### config.mk
export PLATFORM = sky130hd
export DESIGN_NAME = cs_cycle_ctrl
export DESIGN_NICKNAME = d
export VERILOG_FILES = /design/src/rtl/cs_cycle_pkg.sv /design/src/rtl/cs_ack_sync.sv /design/src/rtl/cs_cycle_timer.sv /design/src/rtl/cs_cycle_fsm.sv /design/src/rtl/cs_cycle_ctrl.sv
export SDC_FILE = /design/constraint.sdc
export NUM_CORES = 1
export LEC_CHECK = 0
export BUFFER_PORTS_ARGS = -buffer_cell sky130_fd_sc_hd__buf_2
export CAP_MARGIN = 30
export CORE_ASPECT_RATIO = 1.25
export CORE_MARGIN = 10
export CORE_UTILIZATION = 55
export CTS_BUF_LIST = sky130_fd_sc_hd__clkbuf_16
export DETAILED_ROUTE_END_ITERATION = 12
export GPL_ROUTABILITY_DRIVEN = 0
export PLACE_DENSITY = 0.91
export SETUP_SLACK_MARGIN = 0.5
export SLEW_MARGIN = 10
export SYNTH_ARGS = -nofsm -noshare
export SYNTH_HDL_FRONTEND = slang
export SYNTH_SLANG_ARGS = --single-unit
export TNS_END_PERCENT = 20
### constraint.sdc
create_clock -name clk -period 3.6 [get_ports clk]
set_clock_uncertainty 0.1 [all_clocks]
set_input_delay 0.72 -clock clk [delete_from_list [all_inputs] [get_ports clk]]
set_output_delay 0.72 -clock clk [all_outputs]
set_load 0.02 [all_outputs]
### src/rtl/cs_cycle_pkg.sv
package cs_cycle_pkg;

  typedef enum logic [1:0] {
    ST_IDLE   = 2'd0,
    ST_ACTIVE = 2'd1,
    ST_DRAIN  = 2'd2
  } cyc_state_e;

  // Effective wait-state count after clamping to the region maximum.
  function automatic int unsigned eff_wait(input int unsigned req,
                                           input int unsigned max_wait);
    return (req > max_wait) ? max_wait : req;
  endfunction

  // Counter value at which an internally timed cycle terminates.
  // The counter reads k-1 at the k-th edge after chip-select falls,
  // so the cycle lasts eff_wait + 2 clocks.
  function automatic int unsigned wait_end_count(input int unsigned req,
                                                 input int unsigned max_wait);
    return eff_wait(req, max_wait) + 1;
  endfunction

  // Counter value at which an unacknowledged external cycle is aborted.
  function automatic int unsigned timeout_end_count(input int unsigned limit);
    return limit - 1;
  endfunction

  function automatic int unsigned max2(input int unsigned a, input int unsigned b);
    return (a > b) ? a : b;
  endfunction

endpackage

### src/rtl/cs_ack_sync.sv
module cs_ack_sync #(
  parameter int STAGES = 2
) (
  input  logic clk,
  input  logic rst_n,
  input  logic din_n,
  output logic dout_n
);
  logic stage_q [STAGES];

  for (genvar g = 0; g < STAGES; g++) begin : g_stage
    if (g == 0) begin : g_first
      always_ff @(posedge clk or negedge rst_n) begin
        if (!rst_n) stage_q[g] <= 1'b1;
        else        stage_q[g] <= din_n;
      end
    end else begin : g_rest
      always_ff @(posedge clk or negedge rst_n) begin
        if (!rst_n) stage_q[g] <= 1'b1;
        else        stage_q[g] <= stage_q[g-1];
      end
    end
  end

  assign dout_n = stage_q[STAGES-1];
endmodule

### src/rtl/cs_cycle_timer.sv
module cs_cycle_timer #(
  parameter int CNT_W        = 11,
  parameter int TIMEOUT_CLKS = 1022
) (
  input  logic             clk,
  input  logic             rst_n,
  input  logic             clr,
  input  logic             inc,
  input  logic [CNT_W-1:0] wait_lim,
  output logic             wait_hit,
  output logic             tmo_hit
);
  import cs_cycle_pkg::*;

  localparam logic [CNT_W-1:0] TMO_LAST = CNT_W'(timeout_end_count(TIMEOUT_CLKS));

  logic [CNT_W-1:0] cnt_q;

  always_ff @(posedge clk or negedge rst_n) begin
    if (!rst_n)   cnt_q <= '0;
    else if (clr) cnt_q <= '0;
    else if (inc) cnt_q <= cnt_q + 1'b1;
  end

  assign wait_hit = (cnt_q == wait_lim);
  assign tmo_hit  = (cnt_q == TMO_LAST);
endmodule

### src/rtl/cs_cycle_fsm.sv
module cs_cycle_fsm
  import cs_cycle_pkg::*;
(
  input  logic clk,
  input  logic rst_n,
  input  logic start,
  input  logic rd,
  input  logic ext_sel,
  input  logic wait_hit,
  input  logic tmo_hit,
  input  logic ack_seen,
  output logic accept,
  output logic cnt_inc,
  output logic cyc_end,
  output logic in_drain,
  output logic mode_ext,
  output logic rd_q,
  output logic cs_n,
  output logic oe_n,
  output logic done,
  output logic err
);
  cyc_state_e st_q, st_d;
  logic active, end_ack, end_wait, end_tmo;

  always_comb begin
    active   = (st_q == ST_ACTIVE);
    accept   = (st_q == ST_IDLE) && start;
    in_drain = (st_q == ST_DRAIN);
    end_ack  = active &&  mode_ext && ack_seen;
    end_wait = active && !mode_ext && wait_hit;
    end_tmo  = active &&  mode_ext && !ack_seen && tmo_hit;
    cyc_end  = end_ack || end_wait || end_tmo;
    cnt_inc  = active && !cyc_end;
  end

  always_comb begin
    st_d = st_q;
    unique case (st_q)
      ST_IDLE:   if (start) st_d = ST_ACTIVE;
      ST_ACTIVE: if (end_ack) st_d = ST_DRAIN;
                 else if (cyc_end) st_d = ST_IDLE;
      ST_DRAIN:  if (!ack_seen) st_d = ST_IDLE;
      default:   st_d = ST_IDLE;
    endcase
  end

  always_ff @(posedge clk or negedge rst_n) begin
    if (!rst_n) begin
      st_q     <= ST_IDLE;
      mode_ext <= 1'b0;
      rd_q     <= 1'b1;
      cs_n     <= 1'b1;
      oe_n     <= 1'b1;
      done     <= 1'b0;
      err      <= 1'b0;
    end else begin
      st_q <= st_d;
      done <= end_ack || end_wait;
      err  <= end_tmo;
      if (accept) begin
        mode_ext <= ext_sel;
        rd_q     <= rd;
        cs_n     <= 1'b0;
      end else if (cyc_end) begin
        cs_n     <= 1'b1;
      end
      if (cyc_end)             oe_n <= 1'b1;
      else if (active && rd_q) oe_n <= 1'b0;
    end
  end
endmodule

### src/rtl/cs_cycle_ctrl.sv
module cs_cycle_ctrl #(
  parameter int ADDR_W       = 25,
  parameter int WAIT_W       = 10,
  parameter int TIMEOUT_CLKS = 1022,
  parameter int SYNC_STAGES  = 2,
  parameter bit EXT_ACK_EN   = 1'b1
) (
  input  logic              clk,
  input  logic              rst_n,
  input  logic              cfg_ext_ack,
  input  logic [WAIT_W-1:0] cfg_wait,
  input  logic              req_start,
  input  logic              req_read,
  input  logic [ADDR_W-1:0] req_addr,
  output logic              rsp_done,
  output logic              rsp_err,
  output logic [ADDR_W-1:0] bus_addr,
  output logic              bus_cs_n,
  output logic              bus_oe_n,
  output logic              bus_rw,
  input  logic              bus_ack_n
);
  import cs_cycle_pkg::*;

  localparam int unsigned MAX_WAIT = (2 ** WAIT_W) - 2;
  localparam int unsigned SPAN     = max2(TIMEOUT_CLKS, MAX_WAIT + 2);
  localparam int          CNT_W    = $clog2(SPAN + 1);

  logic             ack_sync_n, ack_seen;
  logic             ext_sel;
  logic             accept, cnt_inc, cyc_end, in_drain, mode_ext, rd_q;
  logic             wait_hit, tmo_hit;
  logic [CNT_W-1:0] wait_lim_d, wait_lim_q;
  logic [ADDR_W-1:0] addr_q;

  cs_ack_sync #(.STAGES(SYNC_STAGES)) u_sync (
    .clk    (clk),
    .rst_n  (rst_n),
    .din_n  (bus_ack_n),
    .dout_n (ack_sync_n)
  );
  assign ack_seen = ~ack_sync_n;

  if (EXT_ACK_EN) begin : g_ext_capable
    assign ext_sel = cfg_ext_ack;
  end else begin : g_int_only
    assign ext_sel = 1'b0;
  end

  assign wait_lim_d = CNT_W'(wait_end_count(32'(cfg_wait), MAX_WAIT));

  always_ff @(posedge clk or negedge rst_n) begin
    if (!rst_n) begin
      addr_q     <= '0;
      wait_lim_q <= '0;
    end else if (accept) begin
      addr_q     <= req_addr;
      wait_lim_q <= wait_lim_d;
    end
  end

  cs_cycle_timer #(.CNT_W(CNT_W), .TIMEOUT_CLKS(TIMEOUT_CLKS)) u_timer (
    .clk      (clk),
    .rst_n    (rst_n),
    .clr      (accept),
    .inc      (cnt_inc),
    .wait_lim (wait_lim_q),
    .wait_hit (wait_hit),
    .tmo_hit  (tmo_hit)
  );

  cs_cycle_fsm u_fsm (
    .clk      (clk),
    .rst_n    (rst_n),
    .start    (req_start),
    .rd       (req_read),
    .ext_sel  (ext_sel),
    .wait_hit (wait_hit),
    .tmo_hit  (tmo_hit),
    .ack_seen (ack_seen),
    .accept   (accept),
    .cnt_inc  (cnt_inc),
    .cyc_end  (cyc_end),
    .in_drain (in_drain),
    .mode_ext (mode_ext),
    .rd_q     (rd_q),
    .cs_n     (bus_cs_n),
    .oe_n     (bus_oe_n),
    .done     (rsp_done),
    .err      (rsp_err)
  );

  assign bus_addr = addr_q;
  assign bus_rw   = bus_cs_n | rd_q;
endmodule

==> results of run 1 <==
[worst max path at each step]
stage | start | end | slack [ps] | cells after the start
floorplan | cfg_wait[3] | wait_lim_q[6] | 1490 | 9
global placement | cfg_wait[3] | wait_lim_q[6] | 1250 | 10
detailed placement | cfg_wait[3] | wait_lim_q[6] | 1200 | 10
CTS | u_fsm.st_q[1] | u_timer.cnt_q[4] | 1430 | 5
global route | u_fsm.st_q[1] | u_timer.cnt_q[4] | 1280 | 5
finish | u_timer.cnt_q[2] | u_timer.cnt_q[9] | 1410 | 5
[synthesized netlist by cell type, drive strengths merged]
cell,number,share of area (%)
nand2b,2,0.48
clkbuf,12,1.7
and4,4,1.6
a211oi,1,0.29
and3,4,1.0
xor2,14,4.7
dfrtp,52,50
nor2b,1,0.24
and2,2,0.53
nand3b,1,0.29
a21oi,6,1.1
nand4b,1,0.33
mux2i,9,3.4
nor3,1,0.19
nand2,115,16
o31ai,1,0.29
or3b,1,0.33
o31a,1,0.33
inv,1,0.14
a211o,1,0.33
nor4,4,0.96
xnor2,4,1.3
dfstp,5,5.0
nand4,3,0.72
o21a,1,0.29
ha,3,1.4
o21ai,11,2.1
nand3,8,1.5
or2,1,0.24
nor2,7,1.0
a31o,1,0.33
a2111oi,1,0.33
or4b,1,0.38
or3,3,0.72
[worst max-delay path, cell delays in order (launching register included)]
cell,delay (ps)
dfrtp_1,470
and4_4,280
and4_4,250
or4b_1,470
or3_1,340
a21oi_1,190
[state kept, by name, indices dropped and copies added, names as in the netlist]
register,flops
bus_addr,25
u_timer.cnt_q,11
wait_lim_q,11
u_fsm.st_q,2
u_fsm.cs_n,1
u_fsm.done,1
u_fsm.err,1
u_fsm.mode_ext,1
u_fsm.oe_n,1
u_fsm.rd_q,1
u_sync.dout_n,1
u_sync.stage_q,1
[cell type report]
type	count	area, um2	share of cell area, %
inverters	1	3.754	0.1120
clock inverters	7	71.32	2.128
repair buffers	75	407.9	12.17
clock buffers	9	225.2	6.721
well taps	60	75.07	2.240
multi-input cells	213	1135	33.87
flip-flops and latches	57	1433	42.76
[power breakdown]
group	leakage, nW	total (mW)	internal (mW)	switching [mW]
combinational	0.937	0.0507	0.0220	0.0286
clock	0.137	0.823	0.532	0.290
sequential	0.743	0.645	0.644	0.000694
[routing by layer]
metal | track usage (%) | vias to the layer above | wire (um)
met4 | 7.218 | 0 | 146
met2 | 29.13 | 84 | 3570
met3 | 4.907 | 11 | 371
met5 | 0 | - | 0
met1 | 18.94 | 1086 | 2500
li1 | - | 1082 | -
[logic make-up (layout without fill, tap and decap cells)]
family	Yosys count	count (layout)	synth area share, %
compound gates	24	24	5.452
xor+xnor	18	18	6.026
fa+ha+maj	3	3	1.435
buf+inv	13	92	1.865
flops	57	57	54.76
mux	9	9	3.443
simple gates	159	159	27.02
==> results.md, run 1 <==
* Syn Std Cell Area at 0.002616 mm2
* Initial antenna violation count at 0
* Final hold vios at 0
* Cells after Synth at 283
* Postcts setup bufs at 0
* Synthesized net count at 327
* Commonest non-fill, non-tap cells in the layout: nand2_1 (115), buf_2 (70), dfrtp_1 (52), xor2_1 (14), o21ai_0 (11)
* RSZ-0062 raised after global routing: no
* # hold bufs at CTS at 0
* P per Cell Area at 453.1 mW/mm2
* H-tree levels at 3
* Grt total ovfl at 0
* Critical Path RT at 3730 ps
* R2r setup slk at 1410 ps
* DRT Pass-1 Iters at 4
* DP Area at 0.003027 mm2
* Number of global-route vias before repair at 2,339
* Finished Core Util at 71.91%
* Number of routed nets with antenna violations at 0
* Gr usage total at 17.08%
* Die area at 0.007933 mm2
* WL final at 6.589 mm
* Clock Latency Late Sink at 320 ps
* R2r endpoint: u_timer.cnt_q[9]
* Routed vias/inst at 5.363
* Cts bufs inserted at 9
* I/O pins at 71
* Site Rows at 28
* WS Path Type: flop to flop
* Root Buffer: clkbuf_16
* Fin crit share at 60.88%
* Final Critical Period at 2192 ps
* Largest net degree at the start of global routing at 35
* Hold Crit Class: flop to flop
* Fmax at 456.3 MHz
* WP data arrival at 2320 ps
* Die W at 81.69 um
* Slew headroom at 51.24%
* Worst setup EP type: flop
* # DRC at 0
* Synth warnings at 0
* Port bufs at 70
* Worst hold endpoint: u_sync.dout_n
* Worst Hold Depth at 0
* DR vias at 2,263
* Clock Pin Slew Worst Setup and Hold Paths at 50 ps
* Total negative setup slack at 0 ps
* # Max-Cap Violations at 0
* Initial Util at 56.15%
* R2r startpoint: u_timer.cnt_q[2]
* Type of origin of the critical path: flop
* Hold path startpoint: u_sync.stage_q[1]
* ANT cells at 0
* Final nets at 401
* Post_cts resized at 0
* Area Growth Syn to Fin at 28.07%
* Status: completed
* Fin worst setup slack at 1408 ps
* Wire length per cell at 15.61 um
* Setup Viol. Count Final at 0
* Worst Path Max Fanout at 7
* Commonest non-fill, non-tap cell in the layout: nand2_1
* Cell count after placement at 405
* Hold slack at 252.3 ps
* VDD IR max at 0.0003781 V
* Clk buf depth at 2
* Count of state elements after synthesis at 57
* Worst Tran Pin Value at 731.4 ps
* Unique masters post-synth at 38
* Design area at 0.003351 mm2
* First-pass GRT wire length at 10.83 mm
* Tot Pwr at 1.518 mW
* DRT iter0 DRCs at 231
* Die height at 97.11 um
* Sink Count at 57
* Post-DP HPWL at 4.677 mm
* R2R depth at 5
* Leakage power at 1.817 nW
* Dpl ws at 1196 ps
* Post-synthesis sequential area ratio at 54.76%
* Area of the core at 0.004659 mm2
* Post-Layout Cell Count at 422
* CTS tree: done
* Max Slew Vio Count at 0
* Syn avg cell area at 9.245 um2
* Fillers at 302
* Layout cells sized above 1 at 28.73%
Note: power is estimated with default switching activity, not from simulation.
==> run 2, diff against run 1 <==
ABC_AREA = 1   (was default)
CORE_UTILIZATION = 52   (was 55)
PLACE_DENSITY = 0.87   (was 0.91)
clock period = 2.15 ns   (was 3.6 ns; I/O delays follow)
==> run 2 against run 1 <==
Effect of this change:
- count of clock-buffer cells in the layout unchanged
- the run now ends with hold timing left
- hold slack got worse by 270 ps
- largest cell class unchanged
- total power increased to 3.9 times the previous value
- highest routed layer unchanged
==> results.md, run 2 <==
* Final hold vios at 20 (was 0)
* Root Buffer: clkbuf_16 (unchanged)
* Routed vias/inst at 5.661 (was 5.363)
* Gr usage total at 19.15% (was 17.08%)
* Cells after Synth at 335 (was 283)
* Final nets at 478 (was 401)
* Initial antenna violation count at 0 (unchanged)
* Worst setup EP type: flop (unchanged)
* Fillers at 308 (was 302)
* VDD IR max at 0.001011 V (was 0.0003781 V)
* Area Growth Syn to Fin at 42.38% (was 28.07%)
* Leakage power at 2.085 nW (was 1.817 nW)
* Post-synth EDFFs at 0 (unchanged)
* Number of routed nets with antenna violations at 0 (unchanged)
* Total negative setup slack at 0 ps (unchanged)
* Most common flop cell mapped by yosys: dfrtp_1 (unchanged)
* Die W at 84.57 um (was 81.69 um)
* Finished Core Util at 75.96% (was 71.91%)
* Worst Tran Pin Value at 544.9 ps (was 731.4 ps)
* # Max-Cap Violations at 0 (unchanged)
* R2R depth at 9 (was 5)
* Slew headroom at 63.67% (was 51.24%)
* Synth top area share at 48.01% (was 49.74%)
* Fin crit share at 83.06% (was 60.88%)
* Fmax at 560.0 MHz (was 456.3 MHz)
* CTS tree: done (unchanged)
* ANT cells at 0 (unchanged)
* I/O pins at 71 (unchanged)
* Type of origin of the critical path: flop (unchanged)
* Commonest non-fill, non-tap cell in the layout: nand2_1 (unchanged)
* Site Rows at 29 (was 28)
* Count of state elements after synthesis at 57 (unchanged)
* Syn Std Cell Area at 0.002710 mm2 (was 0.002616 mm2)
* WL final at 9.361 mm (was 6.589 mm)
* Tot Pwr at 5.851 mW (was 1.518 mW)
* Most frequent cell after synthesis: nand2_1 (unchanged)
* Synth area leaders: dfrtp_1 (48%), nand2_1 (20%), dfstp_2 (4.8%), xnor2_1 (3.9%), nand3_1 (3.7%) (was dfrtp_1 (50%), nand2_1 (16%), dfstp_2 (5.0%), xor2_1 (4.7%), mux2i_1 (3.4%))
* Unique masters post-synth at 28 (was 38)
* WP data arrival at 1940 ps (was 2320 ps)
* Post-DP HPWL at 5.011 mm (was 4.677 mm)
* Clock Latency Late Sink at 330 ps (was 320 ps)
* Clock Pin Slew Worst Setup and Hold Paths at 50 ps (about the same)
* Cts bufs inserted at 9 (unchanged)
* Clk buf depth at 2 (unchanged)
* Die area at 0.008517 mm2 (was 0.007933 mm2)
* Layout cells sized above 1 at 34.85% (was 28.73%)
* Grt total ovfl at 0 (unchanged)
* Post-synthesis sequential area ratio at 52.86% (was 54.76%)
* Status: complete, but fails checks (was completed)
* Register cell area after layout at 0.001439 mm2 (was 0.001433 mm2)
* Hold slack at -15.92 ps (was 252.3 ps)
* WS Path Type: flop to flop (unchanged)
* Syn avg cell area at 8.090 um2 (was 9.245 um2)
* RSZ-0062 raised after global routing: yes (was no)
* Synth warnings at 0 (unchanged)
* Failing checks: hold timing
* Synthesized net count at 379 (was 327)
* Worst Path Max Fanout at 6 (was 7)
* Cell taking the most area after synthesis: dfrtp_1 (unchanged)
* DR vias at 2,836 (was 2,263)
* Hold Crit Class: primary input to async pin (was flop to flop)
* Setup Viol. Count Final at 0 (unchanged)
* Port bufs at 70 (unchanged)
* Commonest non-fill, non-tap cells in the layout: nand2_1 (140), buf_2 (62), dfrtp_1 (47), buf_4 (24), inv_1 (23) (was nand2_1 (115), buf_2 (70), dfrtp_1 (52), xor2_1 (14), o21ai_0 (11))
* Area of the core at 0.005080 mm2 (was 0.004659 mm2)
* Critical Path RT at 2310 ps (was 3730 ps)
* Fraction of registers with async set/reset at 100.0% (unchanged)
* DRT iter0 DRCs at 374 (was 231)
* Synth cell count leaders: nand2_1 (147), dfrtp_1 (52), inv_1 (25), nor2_1 (22), nand3_1 (20) (was nand2_1 (115), dfrtp_1 (52), xor2_1 (14), clkbuf_1 (12), o21ai_0 (11))
* Max Slew Vio Count at 0 (unchanged)
* P per Cell Area at 1516 mW/mm2 (was 453.1 mW/mm2)
* Initial Util at 53.35% (was 56.15%)
* Die height at 100.7 um (was 97.11 um)
* Max FFs per register at 25 (unchanged)
* First-pass GRT wire length at 13.26 mm (was 10.83 mm)
* # DRC at 0 (unchanged)
* Wire length per cell at 18.68 um (was 15.61 um)
* Largest net degree at the start of global routing at 44 (was 35)
* Final Critical Period at 1786 ps (was 2192 ps)
* DRT Pass-1 Iters at 8 (was 4)
* Area occupied by multi-input gates at 0.001310 mm2 (was 0.001135 mm2)
* Sink Count at 57 (unchanged)
* Number of global-route vias before repair at 2,779 (was 2,339)
* H-tree levels at 3 (unchanged)
==> run 2: cell types whose count changed after synthesis, moves of 3 or more <==
cell	previous run	this run
clkbuf_1	12	7
nand3_1	8	20
buf_2	0	3
xnor2_1	4	12
mux2i_1	9	0
nand2_1	115	147
nor2_1	7	22
inv_1	1	25
and3_1	3	0
nor4_1	4	1
xor2_1	14	8
or3_1	3	0
==> run 2: through the flow <==
step                setup slack, ps  hold slack (ps)  cells  instance area [um2]
global placement              119.0            246.3    461                 3142
CTS                           493.1            7.672    488                 3635
finish                        364.3           -15.92    501                 3859
global route                  322.6            31.84    501                 3859
floorplan                     350.9            34.41    335                 2716
detailed placement            31.64            246.8    461                 3142
==> run 2: worst max-delay path: stages (launching register included) <==
cell and delay (ps):
dfrtp_1 460, nand2_1 130, nand2_1 120, nand2_1 70, nor2_2 120, nand3_2 170, nand4_4 190, buf_6 160
nand3_1 90, nand2_1 90
==> run 2: final cells by class <==
class | count | area share [%]
multi-input cells | 242 | 33.95
clock inverters | 7 | 1.362
inverters | 26 | 2.594
well taps | 62 | 2.010
flip-flops and latches | 57 | 37.29
repair buffers | 98 | 16.96
clock buffers | 9 | 5.837
==> run 2: power breakdown <==
part           total [mW]  internal [mW]  switching (mW)  leakage [nW]
clock network        1.34          0.869           0.468         0.138
logic                2.52          0.959            1.56          1.24
registers            1.99           1.57           0.425         0.705
total                5.85           3.40            2.46          2.09
==> run 2: path summary, 6_finish.rpt <==
path                              startpoint                 to  slack (ps)
max                        u_timer.cnt_q[10]   u_timer.cnt_q[6]         360
min                                    rst_n       bus_addr[11]         -20
max reg2reg                u_timer.cnt_q[10]   u_timer.cnt_q[6]         360
min reg2reg                u_sync.stage_q[1]      u_sync.dout_n         250
max in group asynchronous              rst_n         u_fsm.cs_n        1330
min in group clk                   bus_ack_n  u_sync.stage_q[1]         100
==> run 2: cell families after synthesis <==
kind of cell,Yosys count,share of synthesized area [%]
DFF,57,52.86
buffers and inverters,37,5.540
adders and majority gates,3,1.385
AOI/OAI and AO/OA,18,3.601
xor gates and xnor gates,20,6.464
and+or+nand+nor,200,30.15
==> run 2: per-layer routing <==
| metal | GRT usage [%] | vias up | wire length, um | part of all wire, % |
|---|---|---|---|---|
| li1 | - | 1236 | - | - |
| met1 | 19.13 | 1325 | 3267 | 35 |
| met2 | 32.87 | 216 | 4781 | 51 |
| met3 | 6.472 | 59 | 779 | 8.3 |
| met4 | 13.20 | 0 | 533 | 5.7 |
| met5 | 0 | - | 0 | 0 |
==> run 2: timing repair <==
action / in CTS / in global routing
resized for setup: 39 / 33
setup buffers: 10 / 12
hold buffers: 0 / 0
endpoints found under the setup margin: 17 / 22
gates cloned: 1 / 1
pin swaps: 14 / 19
